--- src/rtl/pll_coef_pkg.sv ---
package pll_coef_pkg;
   typedef enum logic [1:0] {
      HA_WPTR = 2'd0,
      HA_DATA = 2'd1,
      HA_RPTR = 2'd2,
      HA_NONE = 2'd3
   } host_addr_e;

   typedef enum logic {
      PH_M  = 1'b0,
      PH_PN = 1'b1
   } byte_phase_e;
endpackage

--- src/rtl/pll_coef_ptr.sv ---
module pll_coef_ptr
   import pll_coef_pkg::*;
#(
   parameter int PTR_W    = 4,
   parameter int CTRL_IDX = 14
) (
   input  logic             clk,
   input  logic             rst_n,
   input  logic             load,
   input  logic [PTR_W-1:0] load_val,
   input  logic             step,
   output logic [PTR_W-1:0] ptr,
   output byte_phase_e      phase
);
   localparam logic [PTR_W-1:0] CTRL_P = PTR_W'(CTRL_IDX);

   logic at_ctrl;
   assign at_ctrl = (ptr == CTRL_P);

   always_ff @(posedge clk or negedge rst_n) begin
      if (!rst_n) begin
         ptr   <= '0;
         phase <= PH_M;
      end else if (load) begin
         ptr   <= load_val;
         phase <= PH_M;
      end else if (step && !at_ctrl) begin
         if (phase == PH_M) begin
            phase <= PH_PN;
         end else begin
            phase <= PH_M;
            ptr   <= ptr + 1'b1;
         end
      end
   end
endmodule

--- src/rtl/pll_coef_store.sv ---
module pll_coef_store
   import pll_coef_pkg::*;
#(
   parameter int PTR_W     = 4,
   parameter int CTRL_IDX  = 14,
   parameter logic [8*(2**PTR_W)-1:0] M_INIT  = '0,
   parameter logic [8*(2**PTR_W)-1:0] PN_INIT = '0,
   parameter logic [7:0] CTRL_INIT = 8'h00
) (
   input  logic                    clk,
   input  logic                    rst_n,
   input  logic                    wr_en,
   input  logic [PTR_W-1:0]        wr_idx,
   input  byte_phase_e             wr_phase,
   input  logic [7:0]              wr_data,
   input  logic [PTR_W-1:0]        rd_idx,
   input  byte_phase_e             rd_phase,
   output logic [7:0]              rd_byte,
   output logic [8*(2**PTR_W)-1:0] m_flat,
   output logic [8*(2**PTR_W)-1:0] pn_flat,
   output logic [7:0]              ctrl
);
   localparam int NSLOT = 2**PTR_W;
   localparam logic [PTR_W-1:0] CTRL_P = PTR_W'(CTRL_IDX);

   for (genvar i = 0; i < NSLOT; i++) begin : g_slot
      if (i == CTRL_IDX) begin : g_hole
         assign m_flat[8*i +: 8]  = 8'h00;
         assign pn_flat[8*i +: 8] = 8'h00;
      end else begin : g_reg
         logic [7:0] m_r, pn_r;
         always_ff @(posedge clk or negedge rst_n) begin
            if (!rst_n) begin
               m_r  <= M_INIT[8*i +: 8];
               pn_r <= PN_INIT[8*i +: 8];
            end else if (wr_en && wr_idx == PTR_W'(i)) begin
               if (wr_phase == PH_M) m_r  <= wr_data;
               else                  pn_r <= wr_data;
            end
         end
         assign m_flat[8*i +: 8]  = m_r;
         assign pn_flat[8*i +: 8] = pn_r;
      end
   end

   always_ff @(posedge clk or negedge rst_n) begin
      if (!rst_n)                          ctrl <= CTRL_INIT;
      else if (wr_en && wr_idx == CTRL_P)  ctrl <= wr_data;
   end

   always_comb begin
      if (rd_idx == CTRL_P)        rd_byte = ctrl;
      else if (rd_phase == PH_PN)  rd_byte = pn_flat[{rd_idx, 3'b000} +: 8];
      else                         rd_byte = m_flat[{rd_idx, 3'b000} +: 8];
   end
endmodule

--- src/rtl/pll_coef_sel.sv ---
module pll_coef_sel #(
   parameter int PTR_W  = 4,
   parameter int CLK1_A = 10,
   parameter int CLK1_B = 11
) (
   input  logic [8*(2**PTR_W)-1:0] m_flat,
   input  logic [8*(2**PTR_W)-1:0] pn_flat,
   input  logic [2:0]              clk0_slot,
   input  logic                    clk1_alt,
   output logic [6:0]              clk0_m,
   output logic [1:0]              clk0_p,
   output logic [4:0]              clk0_n,
   output logic [6:0]              clk1_m,
   output logic [1:0]              clk1_p,
   output logic [4:0]              clk1_n
);
   logic [PTR_W-1:0] idx0, idx1;
   logic [7:0] m0, pn0, m1, pn1;

   assign idx0 = PTR_W'(clk0_slot);
   assign idx1 = clk1_alt ? PTR_W'(CLK1_A) : PTR_W'(CLK1_B);

   assign m0  = m_flat[{idx0, 3'b000} +: 8];
   assign pn0 = pn_flat[{idx0, 3'b000} +: 8];
   assign m1  = m_flat[{idx1, 3'b000} +: 8];
   assign pn1 = pn_flat[{idx1, 3'b000} +: 8];

   assign clk0_m = m0[6:0];
   assign clk0_p = pn0[6:5];
   assign clk0_n = pn0[4:0];
   assign clk1_m = m1[6:0];
   assign clk1_p = pn1[6:5];
   assign clk1_n = pn1[4:0];
endmodule

--- src/rtl/pll_coef_regport.sv ---
module pll_coef_regport
   import pll_coef_pkg::*;
#(
   parameter int PTR_W    = 4,
   parameter int CTRL_IDX = 14,
   parameter logic [8*(2**PTR_W)-1:0] M_INIT =
      128'h20_20_20_20_4A_20_20_20_5B_20_20_20_20_20_19_20,
   parameter logic [8*(2**PTR_W)-1:0] PN_INIT = {(2**PTR_W){8'h45}},
   parameter logic [7:0] CTRL_INIT = 8'h00
) (
   input  logic       clk,
   input  logic       rst_n,
   input  logic       host_sel,
   input  logic       host_we,
   input  logic [1:0] host_addr,
   input  logic [7:0] host_wdata,
   output logic [7:0] host_rdata,
   output logic [6:0] clk0_m,
   output logic [1:0] clk0_p,
   output logic [4:0] clk0_n,
   output logic [6:0] clk1_m,
   output logic [1:0] clk1_p,
   output logic [4:0] clk1_n
);
   localparam int NSLOT = 2**PTR_W;

   if (PTR_W < 4 || PTR_W > 8) begin : g_bad_w
      $error("PTR_W must be 4..8");
   end
   if (CTRL_IDX >= NSLOT || CTRL_IDX == 0 || CTRL_IDX == 1 || CTRL_IDX == 7 ||
       CTRL_IDX == 10 || CTRL_IDX == 11) begin : g_bad_ctrl
      $error("CTRL_IDX collides with a fixed slot or is out of range");
   end

   host_addr_e  addr_e;
   logic        wr_acc, rd_acc;
   logic [PTR_W-1:0] wptr_q, rptr_q;
   byte_phase_e wphase_q, rphase_q;
   logic [7:0]  rd_byte, ctrl_q;
   logic [8*NSLOT-1:0] m_flat, pn_flat;

   assign addr_e = host_addr_e'(host_addr);
   assign wr_acc = host_sel &&  host_we;
   assign rd_acc = host_sel && !host_we;

   pll_coef_ptr #(.PTR_W(PTR_W), .CTRL_IDX(CTRL_IDX)) u_wptr (
      .clk(clk), .rst_n(rst_n),
      .load(wr_acc && addr_e == HA_WPTR),
      .load_val(host_wdata[PTR_W-1:0]),
      .step(wr_acc && addr_e == HA_DATA),
      .ptr(wptr_q), .phase(wphase_q));

   pll_coef_ptr #(.PTR_W(PTR_W), .CTRL_IDX(CTRL_IDX)) u_rptr (
      .clk(clk), .rst_n(rst_n),
      .load(wr_acc && addr_e == HA_RPTR),
      .load_val(host_wdata[PTR_W-1:0]),
      .step(rd_acc && addr_e == HA_DATA),
      .ptr(rptr_q), .phase(rphase_q));

   pll_coef_store #(
      .PTR_W(PTR_W), .CTRL_IDX(CTRL_IDX),
      .M_INIT(M_INIT), .PN_INIT(PN_INIT), .CTRL_INIT(CTRL_INIT)
   ) u_store (
      .clk(clk), .rst_n(rst_n),
      .wr_en(wr_acc && addr_e == HA_DATA),
      .wr_idx(wptr_q), .wr_phase(wphase_q), .wr_data(host_wdata),
      .rd_idx(rptr_q), .rd_phase(rphase_q), .rd_byte(rd_byte),
      .m_flat(m_flat), .pn_flat(pn_flat), .ctrl(ctrl_q));

   pll_coef_sel #(.PTR_W(PTR_W), .CLK1_A(10), .CLK1_B(11)) u_sel (
      .m_flat(m_flat), .pn_flat(pn_flat),
      .clk0_slot(ctrl_q[2:0]), .clk1_alt(ctrl_q[4]),
      .clk0_m(clk0_m), .clk0_p(clk0_p), .clk0_n(clk0_n),
      .clk1_m(clk1_m), .clk1_p(clk1_p), .clk1_n(clk1_n));

   always_ff @(posedge clk or negedge rst_n) begin
      if (!rst_n) begin
         host_rdata <= 8'h00;
      end else if (rd_acc) begin
         case (addr_e)
            HA_WPTR: host_rdata <= 8'(wptr_q);
            HA_RPTR: host_rdata <= 8'(rptr_q);
            HA_DATA: host_rdata <= rd_byte;
            default: host_rdata <= 8'h00;
         endcase
      end
   end
endmodule

--- config.mk ---
export PLATFORM = sky130hd
export DESIGN_NAME = pll_coef_regport
export DESIGN_NICKNAME = d
export VERILOG_FILES = /design/src/rtl/pll_coef_pkg.sv /design/src/rtl/pll_coef_ptr.sv /design/src/rtl/pll_coef_store.sv /design/src/rtl/pll_coef_sel.sv /design/src/rtl/pll_coef_regport.sv
export SDC_FILE = /design/constraint.sdc
export NUM_CORES = 1
export LEC_CHECK = 0
export CAP_MARGIN = 20
export CORE_MARGIN = 2
export CORE_UTILIZATION = 57
export CTS_BUF_LIST = sky130_fd_sc_hd__clkbuf_2
export CTS_CLUSTER_DIAMETER = 100
export DETAILED_ROUTE_END_ITERATION = 6
export PLACE_DENSITY = 0.82
export SLEW_MARGIN = 20
export SYNTH_ARGS = -nofsm -noshare
export SYNTH_HDL_FRONTEND = slang
export SYNTH_SLANG_ARGS = --single-unit
--- constraint.sdc ---
create_clock -name clk -period 2.5 [get_ports clk]
set_clock_uncertainty 0.15 [all_clocks]
set_input_delay 0.5 -clock clk [delete_from_list [all_inputs] [get_ports clk]]
set_output_delay 0.5 -clock clk [all_outputs]
set_load 0.02 [all_outputs]
==> impl_metrics.py <==
metrics = {
    "logic_synthesis": {
        "netlist_top_cells_count": "mux2_2 (282), dfrtp_1 (198), dfstp_2 (68)",
        "avgSynthCellArea_um2": 14.2,
        "synth_seq_cells": 266,
        "synthTopCellsByArea": "dfrtp_1 (37%), mux2_2 (23%), dfstp_2 (13%), mux4_2 (11%), mux2i_1 (3.6%)",
        "synth_top_area_frac": 0.366,
        "synth_simple_gate_area_share": 0.0454,
        "synthAdderAreaFrac": 0.00555,
        "synth_top_family_by_area": "multiplexers",
        "synth_edf_count": 0,
        "synthArstFlopShare": 1.00,
        "syn_area_mm2": 0.0135,
        "yosysMostFrequentCell": "mux2_2",
        "synth_seq_area_share": 0.498,
        "ys.flop_type": "dfrtp_1",
        "yosysUniqueCellTypes": 51,
        "synth_area_leader_cell": "dfrtp_1",
        "ys_warn_count": 0,
        "synth_xor_area_frac": 0.00518,
        "syn_inst": 954,
        "synth_fp_nets": 974,
        "synth-compound-area-share": 0.0375,
        "synthMuxAreaShare": 0.380,
    },
    "floorplan": {
        "start_util": 0.578,
        "core-area_mm2": 0.0234,
        "fp.dieArea_mm2": 0.0250,
        "chipWidth_um": 158,
        "io_pins": 50,
        "die_h_um": 158,
        "num_rows": 56,
    },
    "drt": {
        "wire_per_inst_um": 23.8,
        "ant_nets": 0,
        "viasPerCell": 6.22,
        "vias": 9354,
        "first_iter_violations": 785,
        "drc": 0,
        "firstDrtPassIters": 5,
        "totalWireLength_mm": 35.7,
    },
    "critical_path": {
        "path_class": "register to output pin",
        "critPathLaunchType": "register",
        "rrSetupSlack_ps": 80,
        "crit_family": "multiplexers",
        "crit_chain": "buf_6 > buf_16 > mux4_2 > mux2_4 > buf_6",
        "crit_cells": 5,
        "crit_buf_inv": 3,
        "arrival_ps": 2530,
        "crit_path_start": "u_store.ctrl[0]$_DFFE_PN0P_",
        "cp_common_cell": "buf_6",
        "cp_max_fo": 6,
        "end_kind": "output pin",
        "cp-endpoint": "clk0_n[1]",
        "slowest_stage": "mux4_2",
        "r2r_cells": 7,
        "cp.required_ps": 1850,
        "reg2reg_from": "u_rptr.ptr[1]$_DFFE_PN0P_",
        "rr_endpoint": "host_rdata[4]$_DFFE_PN0P_",
        "critPathMaxStageDelay_ps": 500,
    },
    "sta": {
        "tightest_slew_ps": 707,
        "rsz0062_at_grt": "true",
        "min_period_over_period": 1.27,
        "hold_viol_final": 0,
        "timing.hold.ws_ps": 308,
        "fin_ws_ps": -678,
        "fmaxAchievable_ghz": 0.315,
        "finalSetupViolations": 28,
        "report.final.slew_viol_count": 0,
        "period_minus_slack_ps": 3180,
        "timing.slew.headroom": 0.527,
    },
    "power": {
        "p_sw_frac": 0.344,
        "internal_power_mw": 9.06,
        "power_density_mw_per_mm2": 845,
        "pwr-share-comb": 0.340,
        "seq_power_share": 0.425,
        "p_leak_nw": 7.68,
        "peakVddDrop_mv": 0.377,
        "pwr-share-clk": 0.236,
        "p_switching_mw": 4.75,
    },
    "final_layout": {
        "final_nets": 1149,
        "multi_input_area_mm2": 0.00649,
        "layout-drive-gt1-share": 0.587,
        "syn_to_final_growth_pct": 20.9,
        "num-fill-cells": 1623,
        "register_area_mm2": 0.00675,
    },
    "cts": {
        "h-tree-depth": 3,
        "clk_pin_slew_ps": 110,
        "numCtsBuffers": 70,
        "cts_tree": "yes",
        "cts_num_sinks": 266,
        "clock_latency_ps": 860,
        "clock_tree.buffer_depth": 3,
        "cts_root_buf": "clkbuf_2",
    },
    "global_route": {
        "grt_usage": 0.302,
        "busiest_layer": "met2",
        "grtUsageMet2": 0.467,
        "grt_start_max_net_pins": 55,
        "grt_pass1_wl_mm": 55.7,
        "use_met1": 0.400,
        "grt_overflow": 0,
        "gr-usage-met3": 0.0788,
        "grt_pass1_vias": 9930,
        "antenna_found_initial": 4,
    },
    "placed_design": {
        "preCtsSetupSlack_ps": -198,
        "io_buffers": 49,
        "gp_congestion": 0.900,
        "dp_hpwl_mm": 23.6,
    },
    "run": {
        "maxCapViolCount": 0,
    },
    "outcome": {
        "violations": "setup timing",
        "status": "finished, violations left",
    },
    "min_path": {
        "hold_path_class": "primary input to register",
    },
}
[through the flow]
stage | std cells | setup TNS [ps] | total power, mW | utilization | cell area, µm²
floorplan | 954 | 0 | 8.68 | - | 13500
global placement | 1357 | -10270 | 10.3 | 0.656 | 15400
detailed placement | 1357 | -14930 | 10.4 | 0.656 | 15400
CTS | 1495 | -11650 | 13.8 | 0.693 | 16200
global route | 1502 | -12760 | 14.5 | 0.698 | 16300
finish | 1503 | -10810 | 13.8 | 0.699 | 16300
[worst min-delay path: stages]
cell and delay [ps]:
clkdlybuf4s50_1 450, nand2_1 110, nor2_1 60, a21oi_1 140
[power by group through the flow]
stage	sequential (mW)	combinational, mW	clock, mW
after floorplan	5.53	3.15	0
after global placement	5.87	4.44	0
after detailed placement	5.91	4.54	0
after CTS	5.83	4.63	3.32
after global routing	5.95	5.00	3.56
final	5.87	4.69	3.25
[placed cells by master, fill, tap and decap left out, types with 7 or more instances in the layout]
cell             netlist  routed
clkinv_1               0       9
a221oi_1               8       8
nand2_1               56      56
a22oi_1                9       9
nor2_1                19      19
dfrtp_1              198     195
mux2_2               282     262
mux2_4                 0      20
buf_12                 1      36
and2_1                 7       7
mux2i_1               48      48
dfstp_2               68      68
clkdlybuf4s50_1        0      12
buf_6                  3      37
buf_4                  6      74
clkbuf_2               0     108
a21oi_1               11      11
o21ai_0               19      19
mux4_2                65      65
[sequential cells by signal, indices dropped and copies added (netlist names)]
register,cells
u_wptr.phase,1
u_rptr.ptr,4
host_rdata,8
u_store.g_slot.g_reg.pn_r,120
u_store.g_slot.g_reg.m_r,120
u_wptr.ptr,4
u_rptr.phase,1
u_store.ctrl,8
[kinds of logic (layout without fill, tap and decap cells)]
logic type | Yosys count | in the layout
AND/OR/NAND/NOR | 126 | 126
multiplexers | 396 | 396
other | 0 | 2
adder cells (fa/ha/maj) | 6 | 6
buffers and inverters | 78 | 306
XOR/XNOR | 8 | 8
flip-flops | 266 | 266
AO/OA/AOI/OAI | 74 | 74
[layout make-up]
class / count / area share
Inverter: 4 / 0.000918
Timing Repair Buffer: 177 / 0.122
Antenna cell: 2 / 0.000306
Tap cell: 319 / 0.0244
Clock inverter: 17 / 0.00903
Multi-Input combinational cell: 610 / 0.397
Sequential cell: 266 / 0.413
Clock buffer: 108 / 0.0331
[layer usage]
| metal | routed length (µm) | share of wire |
|---|---|---|
| met3 | 2970 | 0.083 |
| met5 | 21 | 0.00059 |
| met4 | 1490 | 0.042 |
| met1 | 14400 | 0.40 |
| met2 | 16900 | 0.47 |
[worst min-delay path by stage]
stage                  from  cells after the start                                    endpoint  slack, ps
finish              host_we                      4                    u_rptr.phase$_DFFE_PN0P_        310
global route        host_we                      4                    u_rptr.phase$_DFFE_PN0P_        310
CTS                 host_we                      4                    u_rptr.phase$_DFFE_PN0P_        270
detailed placement    rst_n                      1  u_store.g_slot[2].g_reg.m_r[6]$_DFFE_PN0P_        310
global placement      rst_n                      1  u_store.g_slot[2].g_reg.m_r[6]$_DFFE_PN0P_        310
floorplan             rst_n                      0                   host_rdata[0]$_DFFE_PN0P_         50
[what timing repair did]
| item | 4_1_cts | 5_1_grt |
|---|---|---|
| setup endpoints to repair | 34 | 31 |
| gates resized for setup | 183 | 23 |
| setup buffers | 12 | 7 |
| hold endpoints to repair | 217 | 0 |
| hold buffers | 3 | 0 |
| cloned | 1 | 0 |
Power figures use the tool's default switching activity.
